<file path="config.mk">
export PLATFORM = sky130hd
export DESIGN_NAME = trace_fmt_seq
export DESIGN_NICKNAME = d
export VERILOG_FILES = /design/src/rtl/tfx_pkg.sv /design/src/rtl/tfx_ctrl.sv /design/src/rtl/tfx_dp.sv /design/src/rtl/trace_fmt_seq.sv
export SDC_FILE = /design/constraint.sdc
export NUM_CORES = 1
export LEC_CHECK = 0
export BUFFER_PORTS_ARGS = -buffer_cell sky130_fd_sc_hd__buf_2
export CAP_MARGIN = 20
export CORE_UTILIZATION = 28
export CTS_BUF_LIST = sky130_fd_sc_hd__clkbuf_2 sky130_fd_sc_hd__clkbuf_4 sky130_fd_sc_hd__clkbuf_8
export DETAILED_ROUTE_END_ITERATION = 6
export SYNTH_ARGS = -nofsm -noshare
export SYNTH_HDL_FRONTEND = slang
export SYNTH_HIERARCHICAL = 1
export SYNTH_SLANG_ARGS = --single-unit
</file>
<file path="constraint.sdc">
create_clock -name clk -period 1.7 [get_ports clk]
set_clock_uncertainty 0.05 [all_clocks]
set_input_delay 0.085 -clock clk [delete_from_list [all_inputs] [get_ports clk]]
set_output_delay 0.085 -clock clk [all_outputs]
set_load 0.02 [all_outputs]
</file>
<file path="src/rtl/tfx_pkg.sv">
package tfx_pkg;
  localparam int SR_W      = 16;
  localparam int T1_BIT    = 15;
  localparam int T0_BIT    = 14;
  localparam int S_BIT     = 13;
  localparam int VEC_W     = 8;
  localparam int VEC_TRACE = 9;
  localparam int VEC_FMT   = 14;

  typedef enum logic [1:0] {
    CLS_NORMAL = 2'd0,
    CLS_FLOW   = 2'd1,
    CLS_STOP   = 2'd2,
    CLS_BAD    = 2'd3
  } retire_cls_e;

  typedef enum logic [2:0] {
    ST_IDLE,
    ST_W0,
    ST_W1,
    ST_W2,
    ST_JUMP
  } seq_st_e;

  typedef struct packed {
    logic       capture;
    logic       fmtSel;
    logic       stopSel;
    logic       we;
    logic [1:0] wordIdx;
    logic       srPulse;
    logic       jump;
    logic       stopPulse;
  } seq_ctl_t;
endpackage

</file>
<file path="src/rtl/tfx_ctrl.sv">
module tfx_ctrl
  import tfx_pkg::*;
(
  input  logic       clk,
  input  logic       rstN,
  input  logic       retireValid,
  input  logic [1:0] retireClass,
  input  logic       fmtErr,
  input  logic [1:0] traceBits,
  output seq_ctl_t   ctl,
  output logic       busy
);
  seq_st_e     state, stateNext;
  retire_cls_e cls;
  logic        evt, traceHit, wantFmt, wantTrace, wantStop, stopPend;

  assign cls = retire_cls_e'(retireClass);
  assign evt = retireValid && (state == ST_IDLE);

  always_comb begin
    unique case (cls)
      CLS_NORMAL: traceHit = (traceBits == 2'b10);
      CLS_FLOW:   traceHit = (traceBits == 2'b10) || (traceBits == 2'b01);
      CLS_STOP:   traceHit = (traceBits != 2'b00);
      default:    traceHit = 1'b0;
    endcase
  end

  assign wantFmt   = evt && fmtErr;
  assign wantTrace = evt && !fmtErr && traceHit;
  assign wantStop  = evt && !fmtErr && (cls == CLS_STOP) && (traceBits == 2'b00);

  always_comb begin
    stateNext = state;
    unique case (state)
      ST_IDLE: if (wantFmt || wantTrace) stateNext = ST_W0;
      ST_W0:   stateNext = ST_W1;
      ST_W1:   stateNext = ST_W2;
      ST_W2:   stateNext = ST_JUMP;
      default: stateNext = ST_IDLE;
    endcase
  end

  always_ff @(posedge clk) begin
    if (!rstN) begin
      state    <= ST_IDLE;
      stopPend <= 1'b0;
    end else begin
      state    <= stateNext;
      stopPend <= wantStop;
    end
  end

  always_comb begin
    ctl.capture   = wantFmt || wantTrace;
    ctl.fmtSel    = wantFmt;
    ctl.stopSel   = (cls == CLS_STOP);
    ctl.we        = (state == ST_W0) || (state == ST_W1) || (state == ST_W2);
    ctl.wordIdx   = (state == ST_W1) ? 2'd1 : (state == ST_W2) ? 2'd2 : 2'd0;
    ctl.srPulse   = (state == ST_W0);
    ctl.jump      = (state == ST_JUMP);
    ctl.stopPulse = stopPend;
  end

  assign busy = (state != ST_IDLE);

  // redirect only right after the last frame word
  p_jump_after_last_r4: assert property (@(posedge clk) disable iff (!rstN)
    ctl.jump |-> $past(ctl.we && ctl.wordIdx == 2'd2));

  // an illegal retire without format error starts no frame
  p_bad_no_frame_r3: assert property (@(posedge clk) disable iff (!rstN)
    (evt && cls == CLS_BAD && !fmtErr) |=> !ctl.we);

  // the stop pulse never overlaps a frame
  p_stop_quiet_r8: assert property (@(posedge clk) disable iff (!rstN)
    ctl.stopPulse |-> !ctl.we && !ctl.jump);

  // an event during a frame does not restart the sequence
  p_busy_ignores_r11: assert property (@(posedge clk) disable iff (!rstN)
    (busy && !ctl.jump) |=> busy);
endmodule

</file>
<file path="src/rtl/tfx_dp.sv">
module tfx_dp
  import tfx_pkg::*;
#(
  parameter int ADDR_W = 32,
  parameter int DATA_W = 32
) (
  input  logic              clk,
  input  logic              rstN,
  input  seq_ctl_t          ctl,
  input  logic [ADDR_W-1:0] nextPc,
  input  logic [ADDR_W-1:0] curPc,
  input  logic [SR_W-1:0]   stopSr,
  input  logic [SR_W-1:0]   srIn,
  output logic [DATA_W-1:0] stackData,
  output logic [SR_W-1:0]   srOut,
  output logic [VEC_W-1:0]  vecOut
);
  localparam int OFS_W = VEC_W + 2;

  logic [SR_W-1:0]   copyReg;
  logic [ADDR_W-1:0] pcReg;
  logic [VEC_W-1:0]  vecReg;
  logic [OFS_W-1:0]  vecOfs;

  always_ff @(posedge clk) begin
    if (!rstN) begin
      copyReg <= '0;
      pcReg   <= '0;
      vecReg  <= '0;
    end else if (ctl.capture) begin
      copyReg <= ctl.stopSel && !ctl.fmtSel ? stopSr : srIn;
      pcReg   <= ctl.fmtSel ? curPc : nextPc;
      vecReg  <= ctl.fmtSel ? VEC_W'(VEC_FMT) : VEC_W'(VEC_TRACE);
    end
  end

  assign vecOfs = {vecReg, 2'b00};

  always_comb begin
    unique case (ctl.wordIdx)
      2'd0:    stackData = DATA_W'(copyReg);
      2'd1:    stackData = DATA_W'(pcReg);
      default: stackData = DATA_W'(vecOfs);
    endcase
  end

  always_comb begin
    srOut         = copyReg;
    srOut[T1_BIT] = 1'b0;
    srOut[T0_BIT] = 1'b0;
    srOut[S_BIT]  = 1'b1;
  end

  assign vecOut = vecReg;

  // only the two known vectors are ever issued
  p_vector_known_r5: assert property (@(posedge clk) disable iff (!rstN)
    ctl.jump |-> (vecOut == VEC_W'(VEC_TRACE) || vecOut == VEC_W'(VEC_FMT)));

  // frame words stay latched while the frame is written
  p_frame_stable_r4: assert property (@(posedge clk) disable iff (!rstN)
    (ctl.we && ctl.wordIdx != 2'd0) |-> $stable(pcReg) && $stable(copyReg));
endmodule

</file>
<file path="src/rtl/trace_fmt_seq.sv">
module trace_fmt_seq
  import tfx_pkg::*;
#(
  parameter int ADDR_W = 32,
  parameter int DATA_W = 32
) (
  input  logic              clk,
  input  logic              rstN,
  input  logic              retireValid,
  input  logic [1:0]        retireClass,
  input  logic [ADDR_W-1:0] retireNextPc,
  input  logic [ADDR_W-1:0] retireCurPc,
  input  logic [15:0]       stopNewSr,
  input  logic              fmtErr,
  input  logic [15:0]       srIn,
  output logic              stackWe,
  output logic [1:0]        stackIdx,
  output logic [DATA_W-1:0] stackData,
  output logic              srOutValid,
  output logic [15:0]       srOut,
  output logic              redirect,
  output logic [7:0]        redirectVector,
  output logic              stopEnter,
  output logic              busy
);
  seq_ctl_t ctl;

  tfx_ctrl u_ctrl (
    .clk         (clk),
    .rstN        (rstN),
    .retireValid (retireValid),
    .retireClass (retireClass),
    .fmtErr      (fmtErr),
    .traceBits   (srIn[T1_BIT:T0_BIT]),
    .ctl         (ctl),
    .busy        (busy)
  );

  tfx_dp #(.ADDR_W(ADDR_W), .DATA_W(DATA_W)) u_dp (
    .clk       (clk),
    .rstN      (rstN),
    .ctl       (ctl),
    .nextPc    (retireNextPc),
    .curPc     (retireCurPc),
    .stopSr    (stopNewSr),
    .srIn      (srIn),
    .stackData (stackData),
    .srOut     (srOut),
    .vecOut    (redirectVector)
  );

  assign stackWe    = ctl.we;
  assign stackIdx   = ctl.wordIdx;
  assign srOutValid = ctl.srPulse;
  assign redirect   = ctl.jump;
  assign stopEnter  = ctl.stopPulse;

  // new status register is supervisor with tracing off
  p_sr_clean_r6: assert property (@(posedge clk) disable iff (!rstN)
    srOutValid |-> srOut[S_BIT] && !srOut[T1_BIT] && !srOut[T0_BIT]);

  // word 1 follows word 0
  p_word_order_r4: assert property (@(posedge clk) disable iff (!rstN)
    (stackWe && stackIdx == 2'd1) |-> $past(stackWe && stackIdx == 2'd0));

  // at most one of the three event outputs per cycle
  p_one_event_r1: assert property (@(posedge clk) disable iff (!rstN)
    $onehot0({stackWe, redirect, stopEnter}));
endmodule

</file>
==> results of run 1 <==
cells in the final DEF, fill, tap and decap left out, types with 2 or more instances in the layout:
cell and n:
o21ai_0 44, nor3_2 2, o21ai_1 8, buf_2 152, clkinvlp_4 2, dlygate4sd3_1 12, dfxtp_2 2, nand2_1 2
mux2_4 3, nor2b_1 2, inv_1 19, buf_4 24, clkbuf_8 5, nor4bb_2 4, buf_6 5, a21oi_1 34
a311oi_2 10, and4bb_1 7, and2_1 18, mux2i_2 5, buf_12 8, nor2_1 15, dfxtp_1 52, a311oi_1 6
mux2i_1 41, nor3b_1 3, nor4bb_1 4, ha_1 2, bufbuf_16 2, conb_1 7
stage by stage:
step           hold slack [ns]  setup TNS [ns]
2_1_floorplan            0.105               0
3_3_place_gp             0.270           -1.19
3_5_place_dp             0.263           -3.27
4_1_cts               0.000534           -9.25
5_1_grt              0.0000865          -19.16
6_report                0.0101          -10.02
metal layers:
| layer | routed length, um | up-vias | GRT usage |
|---|---|---|---|
| li1 | - | 1559 | - |
| met1 | 4230 | 1457 | 0.197 |
| met2 | 4890 | 122 | 0.284 |
| met3 | 526 | 10 | 0.0225 |
| met4 | 101 | 0 | 0.0343 |
| met5 | 0 | - | 0 |
cells in the mapped netlist:
library cell	count
nor3_2	2
ha_1	2
mux2_2	2
and3b_2	1
nand3_1	1
nor3b_1	4
a21o_1	1
nor2b_1	2
conb_1	2
nand2b_1	2
o21ai_0	44
or2b_1	1
clkbuf_1	12
nor3_1	1
and4bb_1	7
buf_12	1
o21ai_1	8
o21a_1	1
and2b_1	1
a311oi_2	10
a311oi_1	6
inv_1	19
a21oi_1	35
and3b_1	1
and2_1	18
nor4bb_1	9
nand2_1	3
buf_2	11
dfxtp_1	55
xnor2_1	1
buf_6	7
mux2_1	2
mux2i_1	47
and3_2	1
buf_4	24
nor2_1	15
power by group:
part	switching (mW)	internal [mW]	leakage, nW
logic	0.672	0.630	1.68
registers	0.0902	1.43	0.455
clock network	0.472	0.296	0.0408
registers in the layout, indices dropped and copies added, names as in the netlist:
signal and count:
u_ctrl/state 3, u_ctrl/stopPend 1, u_dp/copyReg 16, u_dp/pcReg 32, u_dp/vecOut 3
logic make-up after synthesis:
logic type | synth area share
multiplexers | 0.159
XOR/XNOR | 0.00270
adder cells (fa/ha/maj) | 0.00771
AO/OA/AOI/OAI | 0.201
flip-flops | 0.339
AND/OR/NAND/NOR | 0.149
buffers and inverters | 0.139
other | 0.00231
repair_timing:
action | CTS | global route
hold buffers | 11 | 1
cloned | 2 | 1
setup buffers | 3 | 0
endpoints found under the setup margin | 65 | 83
gates resized for setup | 31 | 5
pin swaps | 1 | 1
endpoints found under the hold margin | 11 | 1
how the worst max path moves through the flow:
stage                                 start                          to  slack [ns]  depth (start not counted)
6_report       u_ctrl/state[0]$_SDFFE_PN0P_                stackData[3]       -0.22                          5
5_1_grt        u_ctrl/state[0]$_SDFFE_PN0P_               stackData[23]       -0.33                          6
4_1_cts        u_ctrl/state[0]$_SDFFE_PN0P_                stackData[3]       -0.23                          5
3_5_place_dp                       srIn[14]  u_dp/pcReg[9]$_SDFFE_PN0P_       -0.19                         10
3_3_place_gp                       srIn[14]  u_dp/pcReg[1]$_SDFFE_PN0P_       -0.07                         10
2_1_floorplan  u_ctrl/state[2]$_SDFFE_PN0P_               stackData[16]       0.008                          5
worst register-to-register path, stage by stage (launching register included):
cell     delay (ns)
dfxtp_2        0.35
buf_4          0.14
nor3_2         0.26
and3_4         0.31
buf_12         0.20
buf_4          0.17
mux2i_1        0.20
a21oi_1        0.08
area by class of cell:
cell class / instances / area (sq um) / share of cell area
Multi-Input combinational cell: 235 / 1830 / 0.394
Clock inverter: 3 / 23.8 / 0.00512
Clock buffer: 5 / 68.8 / 0.0148
Timing Repair Buffer: 204 / 1370 / 0.295
Tap cell: 140 / 175 / 0.0377
Sequential cell: 55 / 1110 / 0.239
Inverter: 19 / 71.3 / 0.0154
==> results.txt, run 1 <==
outcome: finished, violations left
failing checks: setup timing
Max Cap Viol: 0
Synth area leaders: dfxtp_1, mux2i_1, o21ai_0
cell family with most CP delay: multiplexers
fin util: 0.419
endpoints failing setup: 80
FMAX: 0.521 GHz
Avg Inst Size Synth: 9.04 sq um
area grow syn2layout: 43.0%
hold path endpoint: u_dp/pcReg[28]$_SDFFE_PN0P_
Layout Cells excl Fill: 661
Post-Syn Area: 3250 sq um
CTS tree: built
Synthesis Warnings: 6
crit-path max cell delay: 0.37 ns
Yosys reg bits: 55
hpwl dp: 7.01 mm
Pleak: 2.17 nW
Placement Cell Area: 4170 sq um
critical path, cell by cell: nor3b_4 -> buf_6 -> mux2_4 -> mux2_2 -> buf_6
Cell Pwr Density: 774 nW/um^2
Filler cells: 1106
Inst Count DP: 635
layout cells sized above 1: 0.453
R2R cell count: 7
Initial Utilization: 0.293
pin count of the biggest net entering global routing: 40
worst-skew pair later-pin latency: 0.31 ns
DR WL/cell: 14.7 um
# diodes: 0
total number of vias: 3148
Synth top area share: 0.339
total CTS buffers: 5
WHS Path Cells: 3
Clock Sink Count: 55
Congestion Overflow GR: 0
register area share after synthesis: 0.339
Critical Path Sink Type: output port
kind of critical path: flip-flop to output port
pre-CTS worst setup slack: -0.195 ns
first-pass GRT wire length: 14.6 mm
Die Area: 12000 sq um
Clock Root Buffer: clkbuf_8
reg2reg start: u_ctrl/state[1]$_SDFFE_PN0P_
Pre-Repair DR Iteration Count: 4
Startpoint Class: flip-flop
CTS H-tree lvls: 2
initial antenna violation count: 0
final hold violation count: 0
vias per cell: 4.76
Die Ht: 110 um
I/O Buffers: 157
CP max FO: 3
Final Instance Area: 4640 sq um
worst hold path class: primary input to flip-flop
worst slew pin tran: 0.546 ns
max-slew violation count: 0
Tot Pwr: 3.59 mW
core box area: 11100 sq um
Site Rows: 38
FF-to-FF setup slack: -0.17 ns
DRT antenna net count: 0
Crit path top cell by count: buf_6
Clock Path Buffers: 2
worst setup margin: -0.219 ns
Die X: 110 um
crit share post-route: 1.13
I/O pin count: 165
detailed-route DRC error count: 0
drt total wl: 9.74 mm
vias in the first global route: 3028
all-layer global routing usage: 0.157
Crit-path slowest cell: dfxtp_4
Synth cell types: 36
clock-pin slew of the registers on the worst-case setup and hold paths: 0.11 ns
reg2reg end: u_dp/pcReg[22]$_SDFFE_PN0P_
routability cong.: 0.782
Post-Syn Instances: 359
worst vdd ir: 417 uV
DR iter-0 viols: 130
Crit path required time: 1.56 ns
Tmin final: 1.92 ns
WP data arrival: 1.78 ns
hold path start: retireNextPc[28]
Crit path buffers/inverters: 2
Synth area leader: dfxtp_1
Total Nets Final: 624
Worst slew margin: 0.636
unrepaired setup endpoints after global routing: true
No activity file was read; power rests on OpenSTA's default activity.
==> inputs of run 2 (changes only) <==
Settings changed: CORE_UTILIZATION 28 to 43, GPL_TIMING_DRIVEN from default to 0, PLACE_DENSITY from default to 0.79.
==> run 2 against run 1 <==
Compared with the run above: the run ends with hold timing, setup timing left; power rose by 18%; routed wire length is 40% higher; maximum frequency hardly changed; sequential share of layout area is 3.9 points lower; final area rose by 20%; combinational power rose by 38%; critical path depth did not move; sequential cell count stayed put; via count increased by 22%; highest routed layer unchanged; global-route usage grew 9.6 points; core utilization grew 35 points; worst hold slack lost 0.015 ns.
==> results.txt, run 2 (same netlist as run 1, synthesis figures left out) <==
DRT antenna net count: 0
CTS tree: built
Die Ht: 88.9 um
endpoints failing setup: 83
top layer in use: met4
unrepaired setup endpoints after global routing: true
Tmin final: 1.92 ns
I/O Buffers: 157
Congestion Overflow GR: 0
Largest regs: u_dp/pcReg: 32 flops, u_dp/copyReg: 16 flops
pin count of the biggest net entering global routing: 19
Pleak: 2.61 nW
Comb power frac: 0.421
DR WL/cell: 19.9 um
met2 WL: 6.78 mm
crit share post-route: 1.13
max-slew violation count: 0
Max Cap Viol: 0
Crit path required time: 1.56 ns
worst slew pin tran: 0.715 ns
vias in the first global route: 3101
most frequent cells in the layout: buf_2, buf_4, dfxtp_1, mux2i_1, buf_6
Top reg by flops: u_dp/pcReg
worst-skew pair later-pin latency: 0.31 ns
FF-to-FF setup slack: -0.17 ns
initial antenna violation count: 1
layout cells sized above 1: 0.559
vias per cell: 5.61
Pint: 2.80 mW
reg2reg start: u_ctrl/state[1]$_SDFFE_PN0P_
Critical Path Sink Type: output port
worst setup margin: -0.217 ns
multi-input logic area: 2030 sq um
failing checks: hold timing, setup timing
routability cong.: 0.786
reg2reg end: u_dp/pcReg[18]$_SDFFE_PN0P_
worst hold path class: primary input to flip-flop
total CTS buffers: 5
most common cell after layout, fill and taps aside: buf_2
R2R cell count: 7
outcome: finished, violations left
drt total wl: 13.6 mm
pre-CTS worst setup slack: -0.408 ns
Die Area: 7900 sq um
Clock Root Buffer: clkbuf_8
clock-pin slew of the registers on the worst-case setup and hold paths: 0.11 ns
CTS H-tree lvls: 2
max reg flops: 32
register area: 1110 sq um
DR iter-0 viols: 407
area grow syn2layout: 72.1%
all-layer global routing usage: 0.254
Pre-Repair DR Iteration Count: 5
crit path from: u_ctrl/state[0]$_SDFFE_PN0P_
wl on met1: 4.95 mm
CP max FO: 7
metal3 WL: 1.19 mm
Clock Path Buffers: 2
hpwl dp: 7.17 mm
Site Rows: 31
kind of critical path: flip-flop to output port
detailed-route DRC error count: 0
Worst setup endpoint: stackData[4]
Clk pwr share: 0.213
core box area: 7290 sq um
Total Nets Final: 688
Placement Cell Area: 4190 sq um
Final Instance Area: 5580 sq um
WP data arrival: 1.78 ns
first-pass GRT wire length: 15.2 mm
Initial Utilization: 0.445
Worst slew margin: 0.523
total number of vias: 3840
Cell Pwr Density: 761 nW/um^2
Startpoint Class: flip-flop
switching power: 1.45 mW
Switching Share: 0.341
Die X: 88.9 um
final hold violation count: 2
FMAX: 0.522 GHz
Seq pwr share: 0.366
Clock Sink Count: 55
I/O pin count: 165
worst vdd ir: 515 uV
final worst hold slack: -0.00469 ns
Filler cells: 468
[run 2: changes by cell type in the layout (fill, tap and decap cells not counted), moves of 6 or more]
cell	before	now
buf_2	152	136
o21ai_2	0	6
clkbuf_16	1	8
nor4bb_4	1	8
buf_6	5	35
o21ai_1	8	14
and2_1	18	2
buf_4	24	52
o21ai_0	44	31
and2_4	0	16
[run 2: worst max-delay path: stages, from the launching register on]
cell,delay [ns]
dfxtp_4,0.39
nor3b_4,0.22
buf_6,0.16
mux2_4,0.30
mux2_2,0.27
buf_6,0.13
[run 2: power by group through the flow]
stage	combinational (mW)	clock [mW]	sequential [mW]
finish	1.79	0.907	1.55
global placement	1.13	0	1.55
CTS	1.39	0.908	1.53
floorplan	0.786	0	1.52
detailed placement	1.15	0	1.55
global route	1.87	0.967	1.57
[run 2: layout make-up]
cell class	count	area share
clock inverters	3	0.00829
inverters	19	0.0128
repair buffers	216	0.284
plain buffers	52	0.0975
clock buffers	5	0.0123
diodes	1	0.000448
flip-flops and latches	55	0.199
multi-input cells	235	0.363
well taps	99	0.0222
[run 2: worst min path at each step]
stage,slack [ns],cells after the start,end,startpoint
final,-0.005,3,u_dp/pcReg[11]$_SDFFE_PN0P_,retireNextPc[11]
after global routing,0.006,3,u_dp/copyReg[13]$_SDFFE_PN0P_,srIn[13]
after CTS,0.003,3,u_dp/pcReg[20]$_SDFFE_PN0P_,retireNextPc[20]
after detailed placement,0.26,2,u_ctrl/stopPend$_SDFF_PN0_,fmtErr
after global placement,0.25,2,u_ctrl/stopPend$_SDFF_PN0_,fmtErr
after floorplan,0.10,1,u_ctrl/stopPend$_SDFF_PN0_,fmtErr
[run 2: stage by stage]
step	util	setup TNS (ns)	std cells	total power, mW
5_1_grt	0.766	-15.08	685	4.40
3_5_place_dp	0.575	-19.28	620	2.71
2_1_floorplan	-	0	364	2.31
6_report	0.766	-9.13	685	4.25
3_3_place_gp	0.575	-16.99	620	2.67
4_1_cts	0.680	-10.44	658	3.83
[run 2: per-layer routing]
metal  track usage  vias to the layer above
met5             0                        -
met4        0.0997                        0
met3        0.0457                       75
met2         0.437                      301
met1         0.314                     1766
li1              -                     1698
[run 2: repair_timing]
action / CTS / global route
setup endpoints to repair: 83 / 83
resized for setup: 121 / 83
hold endpoints to repair: 11 / 3
pin swaps: 19 / 26
buffers inserted: 19 / 13
hold buffers: 11 / 5
cloned: 1 / 11
==> inputs of run 3 (changes only) <==
Settings changed: PLACE_DENSITY 0.79 to 0.82, SLEW_MARGIN from default to 20.
==> run 3 against run 2 <==
Compared with the run above: the run still ends with hold timing, setup timing left; die area is the same; core utilization decreased by 1.4 points; setup slack worse by 0.037 ns; critical path type unchanged; routed wire length decreased by 6.9%.
==> results.txt, run 3 (same netlist as run 1, synthesis figures left out) <==
clock-pin slew of the registers on the worst-case setup and hold paths: 0.11 ns
Worst slew margin: 0.523
worst slew pin tran: 0.714 ns
total CTS buffers: 5
CTS H-tree lvls: 2
detailed-route DRC error count: 0
Initial Utilization: 0.445
Pleak: 2.60 nW
Crit path top cell by count: buf_6
CTS tree: built
switching power: 1.42 mW
first-pass GRT wire length: 15.3 mm
initial antenna violation count: 0
# diodes: 0
vias per cell: 5.52
CP max FO: 5
Largest regs: u_dp/pcReg: 32 flops, u_dp/copyReg: 16 flops
area grow syn2layout: 68.9%
Max Cap Viol: 0
max-slew violation count: 0
Die X: 88.9 um
drt total wl: 12.7 mm
Die Ht: 88.9 um
Startpoint Class: flip-flop
layout cells sized above 1: 0.550
DRT antenna net count: 0
pre-CTS worst setup slack: -0.413 ns
crit share post-route: 1.15
Layout Cells excl Fill: 679
I/O Buffers: 157
vias in the first global route: 3195
Switching Share: 0.346
Pre-Repair DR Iteration Count: 5
Top reg by flops: u_dp/pcReg
unrepaired setup endpoints after global routing: true
Clock Root Buffer: clkbuf_8
Seq pwr share: 0.378
DR iter-0 viols: 310
Clk pwr share: 0.198
multi-input logic area: 2000 sq um
outcome: finished, violations left
Crit-path slowest cell: dfxtp_4
Pint: 2.68 mW
Filler cells: 495
Congestion Overflow GR: 0
FMAX: 0.512 GHz
Critical Path Sink Type: output port
failing checks: hold timing, setup timing
routability cong.: 0.754
Die Area: 7900 sq um
Tot Pwr: 4.10 mW
Crit path required time: 1.56 ns
core box area: 7290 sq um
fin util: 0.752
total number of vias: 3747
DR WL/cell: 18.7 um
most common cell after layout, fill and taps aside: buf_2
kind of critical path: flip-flop to output port
Inst Count DP: 620
critical path, cell by cell: nor3b_4 -> buf_6 -> mux2_4 -> mux2_2 -> buf_6
register area: 1110 sq um
hpwl dp: 7.29 mm
worst-skew pair later-pin latency: 0.32 ns
all-layer global routing usage: 0.254
Clock Path Buffers: 2
WP data arrival: 1.82 ns
final worst hold slack: -0.000168 ns
Total Nets Final: 683
most frequent cells in the layout: buf_2, dfxtp_1, buf_4, mux2i_1, buf_6
crit-path max cell delay: 0.39 ns
Clock Sink Count: 55
endpoints failing setup: 83
Cell Pwr Density: 747 nW/um^2
Tmin final: 1.95 ns
Site Rows: 31
pin count of the biggest net entering global routing: 17
Comb power frac: 0.424
final hold violation count: 1
worst vdd ir: 436 uV
worst setup margin: -0.254 ns
max reg flops: 32
worst hold path class: primary input to flip-flop
I/O pin count: 165
[run 3: cell types whose count changed in the layout (fill, tap and decap cells not counted), moves of 6 or more]
cell	delta
buf_4	-8
mux2i_1	+7
mux2i_2	-7
buf_6	+6
o21ai_0	+6
o21ai_1	-6
[run 3: worst max-delay path, delay by kind of cell, from the launching register on]
kind	cells	cell delay, ns
buffers and inverters	2	0.31
DFF	1	0.39
muxes	2	0.59
and+or+nand+nor	1	0.21
[run 3: per-layer routing]
metal | GRT usage | share of wire | vias to the layer above
li1 | - | - | 1681
met1 | 0.302 | 0.37 | 1759
met2 | 0.460 | 0.51 | 250
met3 | 0.0485 | 0.080 | 57
met4 | 0.0777 | 0.042 | 0
met5 | 0 | 0 | -
[run 3: power groups by stage]
| stage | Clock [mW] | Sequential, mW | Combinational [mW] |
|---|---|---|---|
| after CTS | 0.810 | 1.53 | 1.31 |
| final | 0.812 | 1.55 | 1.74 |
| after global routing | 0.868 | 1.56 | 1.82 |
| after floorplan | 0 | 1.52 | 0.786 |
| after global placement | 0 | 1.55 | 1.13 |
| after detailed placement | 0 | 1.55 | 1.16 |
[run 3: layout make-up]
class / instances / area share
multi-input cells: 235 / 0.365
plain buffers: 53 / 0.0986
inverters: 19 / 0.0130
well taps: 99 / 0.0226
clock inverters: 1 / 0.00160
flip-flops and latches: 55 / 0.203
clock buffers: 7 / 0.0164
repair buffers: 210 / 0.280
[run 3: timing repair]
| item | CTS | global route |
|---|---|---|
| cloned | 1 | 11 |
| pin swaps | 17 | 18 |
| hold buffers | 11 | 1 |
| setup buffers | 9 | 20 |
| resized for setup | 102 | 100 |
| hold endpoints to repair | 10 | 1 |
| endpoints found under the setup margin | 83 | 83 |
[run 3: metrics by stage]
stage,instance area (sq um),TNS [ns]
finish,5480,-11.67
global route,5480,-15.69
CTS,4780,-6.10
detailed placement,4190,-18.94
global placement,4190,-16.03
floorplan,3280,0
[run 3: worst paths after layout]
kind	startpoint	endpoint	slack (ns)	cells after the start
worst min-delay path	retireNextPc[11]	u_dp/pcReg[11]$_SDFFE_PN0P_	-0.0002	3
worst max register to register	u_ctrl/state[1]$_SDFFE_PN0P_	u_dp/copyReg[5]$_SDFFE_PN0P_	-0.18	9
worst min register to register	u_ctrl/state[2]$_SDFFE_PN0P_	u_ctrl/state[1]$_SDFFE_PN0P_	0.45	1
worst max-delay path	u_ctrl/state[2]$_SDFFE_PN0P_	stackData[3]	-0.25	5
